File: src/rtl/mrc_pkg.sv
package mrc_pkg;
  parameter int unsigned DATA_W  = 8;
  parameter int unsigned REG_N   = 4;
  parameter int unsigned REGIX_W = $clog2(REG_N);
  parameter int unsigned IMM_W   = 4;
  parameter int unsigned PC_IDX  = REG_N - 1;

  typedef enum logic [3:0] {
    K_LIL, K_LIH, K_ADD, K_NAND, K_IORD, K_IOWR,
    K_LOAD, K_STORE, K_SKIP, K_SWAP
  } op_kind_e;

  typedef struct packed {
    op_kind_e             kind;
    logic [REGIX_W-1:0]   ra;
    logic [REGIX_W-1:0]   rb;
    logic [IMM_W-1:0]     imm;
  } dec_t;

  typedef enum logic {ST_FETCH, ST_EXEC} core_st_e;
endpackage

File: src/rtl/mrc_decode.sv
module mrc_decode
  import mrc_pkg::*;
(
  input  logic [DATA_W-1:0] instr,
  output dec_t              dec
);
  always_comb begin
    dec.ra  = instr[3:2];
    dec.rb  = instr[1:0];
    // constant is split: upper half from [5:4], lower half from [1:0]
    dec.imm = {instr[5:4], instr[1:0]};
    unique casez (instr[7:4])
      4'b00??: dec.kind = K_LIL;
      4'b01??: dec.kind = K_LIH;
      4'b1000: dec.kind = K_ADD;
      4'b1001: dec.kind = K_NAND;
      4'b1010: dec.kind = K_IORD;
      4'b1011: dec.kind = K_IOWR;
      4'b1100: dec.kind = K_LOAD;
      4'b1101: dec.kind = K_STORE;
      4'b1110: dec.kind = K_SKIP;
      default: dec.kind = K_SWAP;
    endcase
  end
endmodule

File: src/rtl/mrc_regfile.sv
module mrc_regfile
  import mrc_pkg::*;
#(
  parameter int unsigned DW  = DATA_W,
  parameter int unsigned NR  = REG_N,
  parameter int unsigned IW  = REGIX_W,
  parameter int unsigned PCI = PC_IDX
) (
  input  logic                  clk,
  input  logic                  rst_n,
  input  logic                  pc_inc,
  input  logic                  wa_en,
  input  logic [IW-1:0]         wa_idx,
  input  logic [DW-1:0]         wa_data,
  input  logic                  wb_en,
  input  logic [IW-1:0]         wb_idx,
  input  logic [DW-1:0]         wb_data,
  output logic [NR-1:0][DW-1:0] regs
);
  for (genvar g = 0; g < NR; g++) begin : g_reg
    logic          hit_a, hit_b, step, en;
    logic [DW-1:0] nxt, q;

    // port A wins over port B, both win over the counter step
    always_comb begin
      hit_a = wa_en && (wa_idx == IW'(g));
      hit_b = wb_en && (wb_idx == IW'(g));
      step  = pc_inc && (g == PCI);
      en    = hit_a || hit_b || step;
      nxt   = q;
      if (step)  nxt = q + 1'b1;
      if (hit_b) nxt = wb_data;
      if (hit_a) nxt = wa_data;
    end

    always_ff @(posedge clk or negedge rst_n) begin
      if (!rst_n)  q <= '0;
      else if (en) q <= nxt;
    end

    assign regs[g] = q;
  end

  AST_PC_STEP: assert property (@(posedge clk) disable iff (!rst_n)
    (pc_inc && !wa_en && !wb_en) |=> regs[PCI] == DW'($past(regs[PCI]) + 1'b1));
endmodule

File: src/rtl/mrc_exec.sv
module mrc_exec
  import mrc_pkg::*;
#(
  parameter int unsigned DW  = DATA_W,
  parameter int unsigned IW  = REGIX_W,
  parameter int unsigned KW  = IMM_W,
  parameter int unsigned PCI = PC_IDX
) (
  input  logic          exec_en,
  input  dec_t          dec,
  input  logic [DW-1:0] ra_val,
  input  logic [DW-1:0] rb_val,
  input  logic [DW-1:0] pc_val,
  input  logic [DW-1:0] mem_rdata,
  input  logic [DW-1:0] io_rdata,
  output logic          wa_en,
  output logic [IW-1:0] wa_idx,
  output logic [DW-1:0] wa_data,
  output logic          wb_en,
  output logic [IW-1:0] wb_idx,
  output logic [DW-1:0] wb_data,
  output logic          data_cyc,
  output logic          mem_we,
  output logic          io_rd,
  output logic          io_wr
);
  localparam int unsigned HI_W = DW - KW;

  always_comb begin
    wa_en    = 1'b0;
    wa_idx   = dec.ra;
    wa_data  = '0;
    wb_en    = 1'b0;
    wb_idx   = dec.rb;
    wb_data  = ra_val;
    data_cyc = 1'b0;
    mem_we   = 1'b0;
    io_rd    = 1'b0;
    io_wr    = 1'b0;
    if (exec_en) begin
      unique case (dec.kind)
        K_LIL:   begin wa_en = 1'b1; wa_data = {{HI_W{1'b0}}, dec.imm}; end
        K_LIH:   begin wa_en = 1'b1; wa_data = {dec.imm, ra_val[HI_W-1:0]}; end
        K_ADD:   begin wa_en = 1'b1; wa_data = ra_val + rb_val; end
        K_NAND:  begin wa_en = 1'b1; wa_data = ~(ra_val & rb_val); end
        K_IORD:  begin wa_en = 1'b1; wa_data = io_rdata; io_rd = 1'b1; end
        K_IOWR:  io_wr = 1'b1;
        K_LOAD:  begin wa_en = 1'b1; wa_data = mem_rdata; data_cyc = 1'b1; end
        K_STORE: begin mem_we = 1'b1; data_cyc = 1'b1; end
        K_SKIP:  begin
          if (ra_val < rb_val) begin
            wa_en   = 1'b1;
            wa_idx  = IW'(PCI);
            wa_data = pc_val + 1'b1;
          end
        end
        default: begin
          wa_en   = 1'b1;
          wa_data = rb_val;
          wb_en   = 1'b1;
          wb_data = ra_val;
        end
      endcase
    end
  end
endmodule

File: src/rtl/mini_risc_core.sv
module mini_risc_core
  import mrc_pkg::*;
(
  input  logic              clk,
  input  logic              rst_n,
  output logic [DATA_W-1:0] mem_addr,
  input  logic [DATA_W-1:0] mem_rdata,
  output logic [DATA_W-1:0] mem_wdata,
  output logic              mem_we,
  output logic [DATA_W-1:0] io_addr,
  input  logic [DATA_W-1:0] io_rdata,
  output logic [DATA_W-1:0] io_wdata,
  output logic              io_rd,
  output logic              io_wr
);
  localparam int unsigned DW = DATA_W;
  localparam int unsigned IW = REGIX_W;

  // reset synchronizer: asserts at once, releases on the clock
  logic rs_q1, rs_q2, rst_core_n;
  always_ff @(posedge clk or negedge rst_n) begin
    if (!rst_n) begin
      rs_q1 <= 1'b0;
      rs_q2 <= 1'b0;
    end else begin
      rs_q1 <= 1'b1;
      rs_q2 <= rs_q1;
    end
  end
  assign rst_core_n = rs_q2;

  core_st_e                st_q, st_d;
  logic [DW-1:0]           ir_q, ir_d;
  logic                    ir_en;
  dec_t                    dec;
  logic [REG_N-1:0][DW-1:0] regs;
  logic [DW-1:0]           ra_val, rb_val, pc;
  logic                    wa_en, wb_en, data_cyc, exec_en, pc_inc;
  logic [IW-1:0]           wa_idx, wb_idx;
  logic [DW-1:0]           wa_data, wb_data;

  always_comb begin
    st_d  = (st_q == ST_FETCH) ? ST_EXEC : ST_FETCH;
    ir_en = (st_q == ST_FETCH);
    ir_d  = mem_rdata;
  end

  always_ff @(posedge clk or negedge rst_core_n) begin
    if (!rst_core_n) begin
      st_q <= ST_FETCH;
      ir_q <= '0;
    end else begin
      st_q <= st_d;
      if (ir_en) ir_q <= ir_d;
    end
  end

  mrc_decode u_dec (.instr(ir_q), .dec(dec));

  assign ra_val  = regs[dec.ra];
  assign rb_val  = regs[dec.rb];
  assign pc      = regs[PC_IDX];
  assign exec_en = (st_q == ST_EXEC);
  assign pc_inc  = (st_q == ST_FETCH);

  mrc_regfile #(.DW(DW), .NR(REG_N), .IW(IW), .PCI(PC_IDX)) u_rf (
    .clk(clk), .rst_n(rst_core_n), .pc_inc(pc_inc),
    .wa_en(wa_en), .wa_idx(wa_idx), .wa_data(wa_data),
    .wb_en(wb_en), .wb_idx(wb_idx), .wb_data(wb_data),
    .regs(regs)
  );

  mrc_exec #(.DW(DW), .IW(IW), .KW(IMM_W), .PCI(PC_IDX)) u_ex (
    .exec_en(exec_en), .dec(dec), .ra_val(ra_val), .rb_val(rb_val),
    .pc_val(pc), .mem_rdata(mem_rdata), .io_rdata(io_rdata),
    .wa_en(wa_en), .wa_idx(wa_idx), .wa_data(wa_data),
    .wb_en(wb_en), .wb_idx(wb_idx), .wb_data(wb_data),
    .data_cyc(data_cyc), .mem_we(mem_we), .io_rd(io_rd), .io_wr(io_wr)
  );

  assign mem_addr  = (exec_en && data_cyc) ? rb_val : pc;
  assign mem_wdata = ra_val;
  assign io_addr   = rb_val;
  assign io_wdata  = ra_val;

  AST_FETCH_BUS: assert property (@(posedge clk) disable iff (!rst_core_n)
    (st_q == ST_FETCH) |-> (mem_addr == pc && !mem_we && !io_rd && !io_wr));
  AST_RD_PULSE: assert property (@(posedge clk) disable iff (!rst_core_n)
    io_rd |=> !io_rd);
  AST_WR_PULSE: assert property (@(posedge clk) disable iff (!rst_core_n)
    io_wr |=> !io_wr);
  AST_LIL_CLEARS_HIGH: assert property (@(posedge clk) disable iff (!rst_core_n)
    (exec_en && dec.kind == K_LIL) |=> regs[dec.ra][DW-1:IMM_W] == '0);
  AST_SWAP_XCHG: assert property (@(posedge clk) disable iff (!rst_core_n)
    (exec_en && dec.kind == K_SWAP) |=>
      (regs[dec.ra] == $past(rb_val) && regs[dec.rb] == $past(ra_val)));
  AST_SKIP_STEP: assert property (@(posedge clk) disable iff (!rst_core_n)
    (exec_en && dec.kind == K_SKIP && ra_val < rb_val) |=>
      pc == DW'($past(pc) + 1'b1));
endmodule

File: config.mk
export PLATFORM = sky130hd
export DESIGN_NAME = mini_risc_core
export DESIGN_NICKNAME = d
export VERILOG_FILES = /design/src/rtl/mrc_pkg.sv /design/src/rtl/mrc_decode.sv /design/src/rtl/mrc_regfile.sv /design/src/rtl/mrc_exec.sv /design/src/rtl/mini_risc_core.sv
export SDC_FILE = /design/constraint.sdc
export NUM_CORES = 1
export LEC_CHECK = 0
export CAP_MARGIN = 0
export CORE_AREA = 2 2 86 88
export CTS_CLUSTER_DIAMETER = 30
export DETAILED_ROUTE_END_ITERATION = 8
export DIE_AREA = 0 0 88 90
export PLACE_DENSITY_LB_ADDON = 0.05
export SLEW_MARGIN = 20
export SYNTH_ARGS = -nofsm -noshare
export SYNTH_HDL_FRONTEND = slang
export SYNTH_SLANG_ARGS = --single-unit
File: constraint.sdc
create_clock -name clk -period 4.3 [get_ports clk]
set_input_delay 1.29 -clock clk [delete_from_list [all_inputs] [get_ports clk]]
set_output_delay 1.29 -clock clk [all_outputs]
set_load 0.01 [all_outputs]
==> impl_metrics.toml <==
[global_route]
first_global_vias = 3310
grt_pass1_wl_um = 17800
grt-ovfl-total = 0
grt_max_degree = 42
antenna_found_initial = 0
track_usage = 0.293

[clock_tree]
cts_buffers = 5
insertion_delay_ps = 310
cts_sinks = 43
cts_hold_buf = 0
cts_tree = "built"
clockBufferDepth = 2
htreeDepth = 2
cts_resized = 0
root_buffer = "clkbuf_8"
cts.reportedPaths.clkPinSlew_ps = 90
postCtsSetupBuffers = 0

[worst_hold_path]
hold_path_class = "reg -> reg"

[yosys]
synth-warning-count = 0
ys_seq_area_frac = 0.266
syn_area_sq_um = 4040
async_flop_share = 1.00
synthFlopType = "dfrtp_1"
syn_nets = 460
synth_top_family_by_area = "compound AO/OA/AOI/OAI gates"
ys_types = 74
synth_edf_count = 0
syn_inst = 424
ys_seq_elements = 43
synth_xor_area_frac = 0.0217
synthSimpleGateAreaFrac = 0.165
synth_mux_area_frac = 0.196
avgSynthCellArea_sq_um = 9.53
synth_compound_area_frac = 0.220
synth-adder-area-share = 0.0576

[die]
fp.dieH_um = 90
die_area_sq_um = 7920
fp.dieW_um = 88
rows = 31
core_sq_um = 7020
ios = 53
initial_core_util = 0.575

[placed_design]
gp_congestion = 0.872
portBuffers = 52
post-dp-hpwl_um = 7880
place_ws_ps = 528
dpl-instance-area_sq_um = 4500
place_inst = 542

[route]
avgViaCountPerCell = 6.43
wl_per_cell_um = 20.2
post-route-drc-count = 0
ant_nets = 0
drt_iter0_drc = 274
wirelength_um = 11100
dr.pass1.iters = 5
vias = 3534

[setup_path]
cp.arrival_ps = 2710
critPathMaxFanout = 16
start_kind = "flop"
required_ps = 3010
r2r_setup_slack_ps = 510
criticalPathCategory = "reg -> out"
critPathBufInv = 2
end_kind = "output port"
crit_chain = "mux4_2, inv_1, o21ai_0, clkdlybuf4s50_1"
crit_slowest_cell = "dfrtp_1"
critical-path-top-delay-family = "flip-flops"
max_stage_delay_ps = 950

[layout]
post-route-cell-area_sq_um = 4600
layout-drive-gt1-share = 0.193
final_cell_count_no_fill = 550
layout.nets = 486
num_antenna_cells = 0
final_core_util = 0.655
syn_to_final_growth_pct = 13.8

[sta]
period_minus_slack_ps = 4000
fmax_ghz = 0.250
final_max_slew_viol_count = 0
worst_slew_pin_slew_ps = 969
whs_ps = 355
setup_viol = 0
min_period_over_period = 0.930
max_slew_margin = 0.354
rsz0062_at_grt = "no"
fin_skew_ps = 7.28
setup_slack_ps = 299
tns_ps = 0
final_hold_viol_count = 0

[power_and_ir_drop]
p_leak_nw = 1.82
total_power_mw = 2.31
power.density_nw_per_um2 = 503
vdd_drop_max_mv = 0.271

[run_status]
status = "completed"

[job]
cap_violations = 0
layout make-up:
class	count	area, sq um
inverter	17	63.8
sequential	43	1080
clock inverter	2	16.3
fill	589	2420
multi-input combinational	326	2680
tap	99	124
clock buffer	6	82.6
timing repair buffer	57	558
registers in the layout, summed over array words and instances (netlist names):
name      count
ir_q          8
exec_en       1
rs_q1         1
u_rf.g.q     32
rs_q2         1
Yosys cell counts, drive strengths merged (2+ instances only):
master / count / share of area
and2: 2 / 0.0031
o21ai: 41 / 0.051
xor2: 7 / 0.015
a21oi: 18 / 0.023
nor3b: 3 / 0.0068
a221o: 5 / 0.012
and3: 3 / 0.0046
nor2b: 14 / 0.022
o221ai: 6 / 0.018
mux4: 16 / 0.089
a32o: 2 / 0.0050
or3b: 2 / 0.0043
a21o: 3 / 0.0056
a311oi: 2 / 0.0043
mux2i: 5 / 0.012
nand4: 4 / 0.0099
o211ai: 8 / 0.017
o21a: 4 / 0.0074
a221oi: 4 / 0.013
nor2: 14 / 0.014
nand3b: 5 / 0.011
nor3: 9 / 0.014
nand3: 4 / 0.0050
o31ai: 5 / 0.013
a211oi: 3 / 0.0056
inv: 17 / 0.016
nand2: 49 / 0.046
ha: 17 / 0.053
buf: 31 / 0.049
mux2: 34 / 0.095
nand2b: 6 / 0.0093
a31oi: 3 / 0.0046
clkbuf: 7 / 0.0065
dfrtp: 43 / 0.27
xnor2: 3 / 0.0065
or3: 2 / 0.0031
a22o: 2 / 0.0043
worst register-to-register path, delay by kind of cell, from the launching register on:
| kind | cells | cell delay, ps |
|---|---|---|
| buf+inv | 1 | 120 |
| compound gates | 4 | 1290 |
| mux | 2 | 860 |
| fa+ha+maj | 1 | 270 |
| simple gates | 1 | 160 |
| flops | 1 | 950 |
placed cells by master (no fill, tap or decap), types with 4 or more instances in the layout:
cell / n
nor2b_1: 14
nand2b_1: 6
clkbuf_8: 6
clkdlybuf4s50_1: 52
nand2_1: 49
mux2i_1: 5
o21ai_1: 10
mux2_2: 34
a21oi_1: 17
o31ai_1: 4
o21ai_0: 31
buf_4: 5
o211ai_1: 6
a221o_1: 5
nand3_1: 4
nor2_1: 13
inv_1: 16
xor2_1: 7
nor3_1: 8
o21a_1: 4
ha_1: 17
dfrtp_1: 42
mux4_2: 16
cells by family after synthesis:
family          count (synthesis)
simple gates                  122
xor+xnor                       10
buf+inv                        55
other cells                     1
flops                          43
fa+ha+maj                      18
mux                            55
compound gates                120
power breakdown:
part           internal, mW  leakage (nW)  switching (mW)
sequential            0.510         0.533           0.153
combinational         0.677          1.24           0.677
clock                 0.132        0.0474           0.161
metal layers:
layer	vias up	global-route usage	part of all wire	wire length, um
li1	1631	-	-	-
met5	-	0	0	0
met1	1701	0.438	0.45	4970
met2	177	0.434	0.46	5070
met4	0	0.0974	0.027	304
met3	25	0.0441	0.070	782
path summary, 6_finish.rpt:
check | start | end | cells after the start
worst min-delay path | rs_q1$_DFF_PN0_ | rs_q2$_DFF_PN0_ | 0
max in group asynchronous | rst_n | rs_q2$_DFF_PN0_ | 1
min in group asynchronous | rs_q2$_DFF_PN0_ | u_rf.g_reg[0].q[0]$_DFFE_PN0P_ | 0
worst min register to register | rs_q1$_DFF_PN0_ | rs_q2$_DFF_PN0_ | 0
worst max register to register | ir_q[0]$_DFFE_PN0N_ | u_rf.g_reg[0].q[7]$_DFFE_PN0P_ | 9
worst max-delay path | ir_q[0]$_DFFE_PN0N_ | mem_addr[3] | 4
(Power assumes the default switching activity.)
